--- src/rtl/burst_pkg.sv ---
package burst_pkg;
    typedef enum logic [2:0] {
        ST_IDLE = 3'd0,
        ST_B0   = 3'd1,
        ST_B1   = 3'd2,
        ST_B2   = 3'd3,
        ST_B3   = 3'd4
    } beat_state_t;

    localparam int BEAT_W = 2;
endpackage

--- src/rtl/burst_fsm.sv ---
module burst_fsm
    import burst_pkg::*;
(
    input  logic              clk,
    input  logic              rst,
    input  logic              start,
    input  logic              adv,
    output logic [BEAT_W-1:0] beat,
    output logic              active
);
    beat_state_t state_q, state_d;

    always_comb begin
        state_d = state_q;
        if (start) begin
            state_d = ST_B0;
        end else if (adv) begin
            unique case (state_q)
                ST_IDLE: state_d = ST_IDLE;
                ST_B0:   state_d = ST_B1;
                ST_B1:   state_d = ST_B2;
                ST_B2:   state_d = ST_B3;
                ST_B3:   state_d = ST_B0;
                default: state_d = ST_IDLE;
            endcase
        end
    end

    always_ff @(posedge clk) begin
        if (rst) state_q <= ST_IDLE;
        else     state_q <= state_d;
    end

    always_comb begin
        beat   = '0;
        active = 1'b1;
        unique case (state_q)
            ST_IDLE: begin beat = 2'd0; active = 1'b0; end
            ST_B0:   beat = 2'd0;
            ST_B1:   beat = 2'd1;
            ST_B2:   beat = 2'd2;
            ST_B3:   beat = 2'd3;
            default: begin beat = 2'd0; active = 1'b0; end
        endcase
    end

    AST_START_TO_B0: assert property (@(posedge clk) disable iff (rst)
        start |=> (state_q == ST_B0));
    AST_WRAP_TO_B0: assert property (@(posedge clk) disable iff (rst)
        (state_q == ST_B3 && adv && !start) |=> (state_q == ST_B0));
    AST_HOLD_STATE: assert property (@(posedge clk) disable iff (rst)
        (!adv && !start) |=> $stable(state_q));
    AST_IDLE_STAYS: assert property (@(posedge clk) disable iff (rst)
        (state_q == ST_IDLE && !start) |=> (state_q == ST_IDLE));
endmodule

--- src/rtl/burst_order.sv ---
module burst_order
    import burst_pkg::*;
(
    input  logic [BEAT_W-1:0] start_lo,
    input  logic [BEAT_W-1:0] beat,
    input  logic              order_sel,
    output logic [BEAT_W-1:0] cur_lo
);
    logic [BEAT_W-1:0] lin_lo, ilv_lo;

    always_comb begin
        lin_lo = start_lo + beat;
        ilv_lo = start_lo ^ beat;
        cur_lo = order_sel ? ilv_lo : lin_lo;
    end
endmodule

--- src/rtl/burst_addr_gen.sv ---
module burst_addr_gen
    import burst_pkg::*;
#(
    parameter int ADDR_W = 20
) (
    input  logic              clk,
    input  logic              rst,
    input  logic              strb_cpu,
    input  logic              strb_ctl,
    input  logic              adv,
    input  logic              order_sel,
    input  logic [ADDR_W-1:0] ext_addr,
    output logic [ADDR_W-1:0] addr_out,
    output logic              burst_active
);
    localparam int HI_W = ADDR_W - BEAT_W;

    logic              start;
    logic [ADDR_W-1:0] base_q;
    logic [BEAT_W-1:0] beat;
    logic [BEAT_W-1:0] cur_lo;

    assign start = strb_cpu | strb_ctl;

    always_ff @(posedge clk) begin
        if (rst)        base_q <= '0;
        else if (start) base_q <= ext_addr;
    end

    burst_fsm u_fsm (
        .clk    (clk),
        .rst    (rst),
        .start  (start),
        .adv    (adv),
        .beat   (beat),
        .active (burst_active)
    );

    burst_order u_order (
        .start_lo  (base_q[BEAT_W-1:0]),
        .beat      (beat),
        .order_sel (order_sel),
        .cur_lo    (cur_lo)
    );

    assign addr_out = {base_q[ADDR_W-1:BEAT_W], cur_lo};

    AST_LOAD_ADDR: assert property (@(posedge clk) disable iff (rst)
        start |=> (addr_out[ADDR_W-1:BEAT_W] == $past(ext_addr[ADDR_W-1:BEAT_W]) && burst_active));
    AST_UPPER_FIXED: assert property (@(posedge clk) disable iff (rst)
        (burst_active && !start) |=> $stable(addr_out[ADDR_W-1:BEAT_W]));
    AST_ACTIVE_KEPT: assert property (@(posedge clk) disable iff (rst)
        burst_active |=> burst_active);
    initial begin
        AST_WIDTH_OK: assert (HI_W >= 1);
    end
endmodule

--- config.mk ---
export PLATFORM = sky130hd
export DESIGN_NAME = burst_addr_gen
export DESIGN_NICKNAME = d
export VERILOG_FILES = /design/src/rtl/burst_pkg.sv /design/src/rtl/burst_fsm.sv /design/src/rtl/burst_order.sv /design/src/rtl/burst_addr_gen.sv
export SDC_FILE = /design/constraint.sdc
export NUM_CORES = 1
export LEC_CHECK = 0
export BUFFER_PORTS_ARGS = -buffer_cell sky130_fd_sc_hd__buf_2
export CELL_PAD_IN_SITES_DETAIL_PLACEMENT = 1
export CELL_PAD_IN_SITES_GLOBAL_PLACEMENT = 1
export CORE_MARGIN = 2
export CORE_UTILIZATION = 31
export DETAILED_ROUTE_END_ITERATION = 10
export GPL_ROUTABILITY_DRIVEN = 0
export HOLD_SLACK_MARGIN = 0.12
export PLACE_DENSITY = 0.77
export SLEW_MARGIN = 25
export SYNTH_ARGS = -nofsm -noshare
export SYNTH_HDL_FRONTEND = slang
export SYNTH_SLANG_ARGS = --single-unit
--- constraint.sdc ---
create_clock -name clk -period 1.6 [get_ports clk]
set_input_delay 0.32 -clock clk [delete_from_list [all_inputs] [get_ports clk]]
set_output_delay 0.32 -clock clk [all_outputs]
set_load 0.01 [all_outputs]
==> flow_summary_export.csv <==
group,metric,value,unit
outcome,run_status,"complete, but fails checks",
outcome,violated_checks,"setup timing",
synth,syn-num-nets,158,
global_routing,overflow,0,
detailed_routing,drt_drc_violations_left,0,
synth,number_of_distinct_library_cell_variants_in_the_gate_level_netlist_after_synthesis,19,
timing,finalSetupViolations,2,
critical_path,cp-start-kind,"flip-flop",
clock_network,cts_setup_buffers,0,
cells_and_area,final_net_count,188,
global_routing,grt_use_total,13.81,%
synth,number_of_synthesized_register_bits,23,
cells_and_area,seq_area,461.7,µm²
cells_and_area,n_antenna_cell,0,
timing,unrepaired_setup_endpoints_after_global_routing,"true",
global_routing,grt_start_max_net_pins,23,
floorplanning,ios,47,
critical_path,critical_path.endpoint_type,"primary output",
global_routing,grt_pass1_vias,901,
timing,timing.fmax,522.6,MHz
timing,least_margin_pin_slew,0.4119,ns
clock_network,cts.repair.resized,1,
clock_network,clock_net_sink_count,23,
cells_and_area,area_growth,20.10,%
timing,fin_ws,-0.3134,ns
pwr,power.leakage,0.6204,nW
clock_network,cts.path.max_buffers,2,
detailed_routing,drt-vias-per-instance,4.510,
clock_network,cts-buffers-inserted,3,
critical_path,max_fo_critical_path,2,
cells_and_area,layout.cells.most_common,"sky130_fd_sc_hd__buf_2",
clock_network,cts.reportedPaths.clkPinSlew,0.13,ns
critical_path,crit_arrival,1.59,ns
cells_and_area,finish.instance_area,1241,µm²
floorplanning,dieHeight,61.74,µm
critical_path,timing.reg2reg.setup_slack,0.55,ns
pwr,power-per-cell-area,859.8,nW/µm²
floorplanning,design.core.area,3103,µm²
clock_network,cts_tree,"done",
placement,io_buffer_count,46,
floorplanning,count_of_standard_cell_rows,20,
global_routing,grt_antenna_before_repair,0,
clock_network,htree_num_levels,1,
cells_and_area,share_of_cells_above_drive_strength_1,37.50,%
critical_path,criticalPathCategory,"flip-flop to primary output",
floorplanning,die_w,61.74,µm
detailed_routing,vias,920,
placement,postPlaceCellArea,1190,µm²
pwr,maximum_vdd_drop,0.3939,mV
timing,worst_clock_skew,0.0004403,ns
worst_hold_path,hold_path.class,"input pin to flip-flop",
timing,final_max_slew_viol_count,0,
timing,final_tns_setup,-0.3336,ns
cells_and_area,layout.cells.most_common_list,"sky130_fd_sc_hd__buf_2 (46), sky130_fd_sc_hd__nand2_1 (40), sky130_fd_sc_hd__dfxtp_1 (22), sky130_fd_sc_hd__a21oi_1 (21), sky130_fd_sc_hd__buf_4 (6)",
placement,post-dp-hpwl,1.867,mm
synth,synth_warnings,0,
detailed_routing,final_antenna_net_count,0,
job,max_cap_violations,0,
critical_path,worst-endpoint-required,1.28,ns
timing,hold_slack,0.2315,ns
timing,timing.final.crit_period,1.913,ns
clock_network,cts-root-buf,"sky130_fd_sc_hd__clkbuf_4",
synth,synthesis.instances,131,
floorplanning,initial_core_util,33.31,%
synth,synthesis.area,1033,µm²
cells_and_area,multi_input_area,414.1,µm²
timing,slew_headroom,72.54,%
clock_network,clock_insertion_delay_worst_skew,0.31,ns
detailed_routing,wire_per_inst,11.96,µm
clock_network,cts_hold_buf,0,
global_routing,first_pass_grt_wire_length,3.822,mm
synth,yosysSeqAreaShare,44.55,%
detailed_routing,dr.first_iter.drc_count,31,
cells_and_area,fillers,426,
floorplanning,dieArea,3812,µm²
timing,post-route-period-util,119.6,%
detailed_routing,dr.pass1.iters,2,
detailed_routing,route.final.wire_length,2.439,mm
synth,post_synth.cell_area_avg,7.889,µm²
timing,hold_viol,0,
==> report_power, final <==
group	total, mW	internal (mW)	switching [mW]
clock	0.272	0.0935	0.178
sequential	0.625	0.606	0.0185
combinational	0.171	0.0801	0.0904
==> kinds of logic after synthesis <==
logic type | count (synthesis) | share of synthesized area [%]
and+or+nand+nor | 49 | 19.61
DFF | 23 | 44.55
AOI/OAI and AO/OA | 25 | 13.68
adders and majority gates | 1 | 1.210
xor gates and xnor gates | 4 | 3.389
buffers and inverters | 29 | 17.56
==> final timing paths <==
| path | start | endpoint | cells after the start |
|---|---|---|---|
| max reg2reg | u_fsm.state_q[2]$_SDFFE_PP0P_ | u_fsm.state_q[2]$_SDFFE_PP0P_ | 4 |
| max | u_fsm.state_q[1]$_SDFFE_PP0P_ | addr_out[1] | 7 |
| min reg2reg | base_q[13]$_SDFFE_PP0P_ | base_q[13]$_SDFFE_PP0P_ | 2 |
| min | ext_addr[13] | base_q[13]$_SDFFE_PP0P_ | 3 |
==> routing by layer <==
metal	vias up	GRT usage, %	routed length [µm]
met5	-	0	0
met4	0	5.471	29
met3	4	3.106	190
met2	36	25.86	1207
met1	420	14.93	1011
li1	460	-	-
==> state kept, by name, summed over array words and instances (netlist names) <==
register	flops
base_q	20
u_fsm.state_q	3
==> through the flow <==
| step | utilization (%) | power [mW] | std cells | setup WS, ns |
|---|---|---|---|---|
| 5_1_grt | 40.00 | 1.139 | 204 | -0.4311 |
| 3_3_place_gp | 38.35 | 0.7989 | 200 | 0.07927 |
| 4_1_cts | 39.27 | 1.089 | 204 | -0.3387 |
| 2_1_floorplan | - | 0.7573 | 131 | 0.05324 |
| 6_report | 40.00 | 1.067 | 204 | -0.3134 |
| 3_5_place_dp | 38.35 | 0.8064 | 200 | 0.03301 |
==> cells in the mapped netlist, drive strengths merged <==
cell type	n	area, µm²
nand2	40	150.1
dfxtp	23	460.4
buf	22	155.2
a21oi	21	105.1
clkbuf	5	18.77
xnor2	4	35.03
nor2	3	11.26
and3b	2	17.52
inv	2	7.510
a22oi	1	7.510
ha	1	12.51
nand2b	1	6.260
nor3	1	5.000
o2111a	1	11.26
o211ai	1	7.510
o311a	1	10.01
or2	1	6.260
or3	1	6.260
==> critical path, stage by stage, from the launching register on <==
cell                       delay (ns)
sky130_fd_sc_hd__dfxtp_2         0.35
sky130_fd_sc_hd__xnor2_1         0.12
sky130_fd_sc_hd__nor2_1          0.14
sky130_fd_sc_hd__ha_1            0.17
sky130_fd_sc_hd__nand2b_1        0.09
sky130_fd_sc_hd__xnor2_2         0.15
sky130_fd_sc_hd__xnor2_1         0.12
sky130_fd_sc_hd__buf_2           0.14
==> final cells by class <==
class	count	share of cell area [%]
clock buffer	3	1.815
clock inverter	1	0.4032
inverter	2	0.6048
multi-input combinational	79	33.37
sequential	23	37.20
tap	44	4.435
timing repair buffer	52	22.18
(Power assumes the default switching activity.)
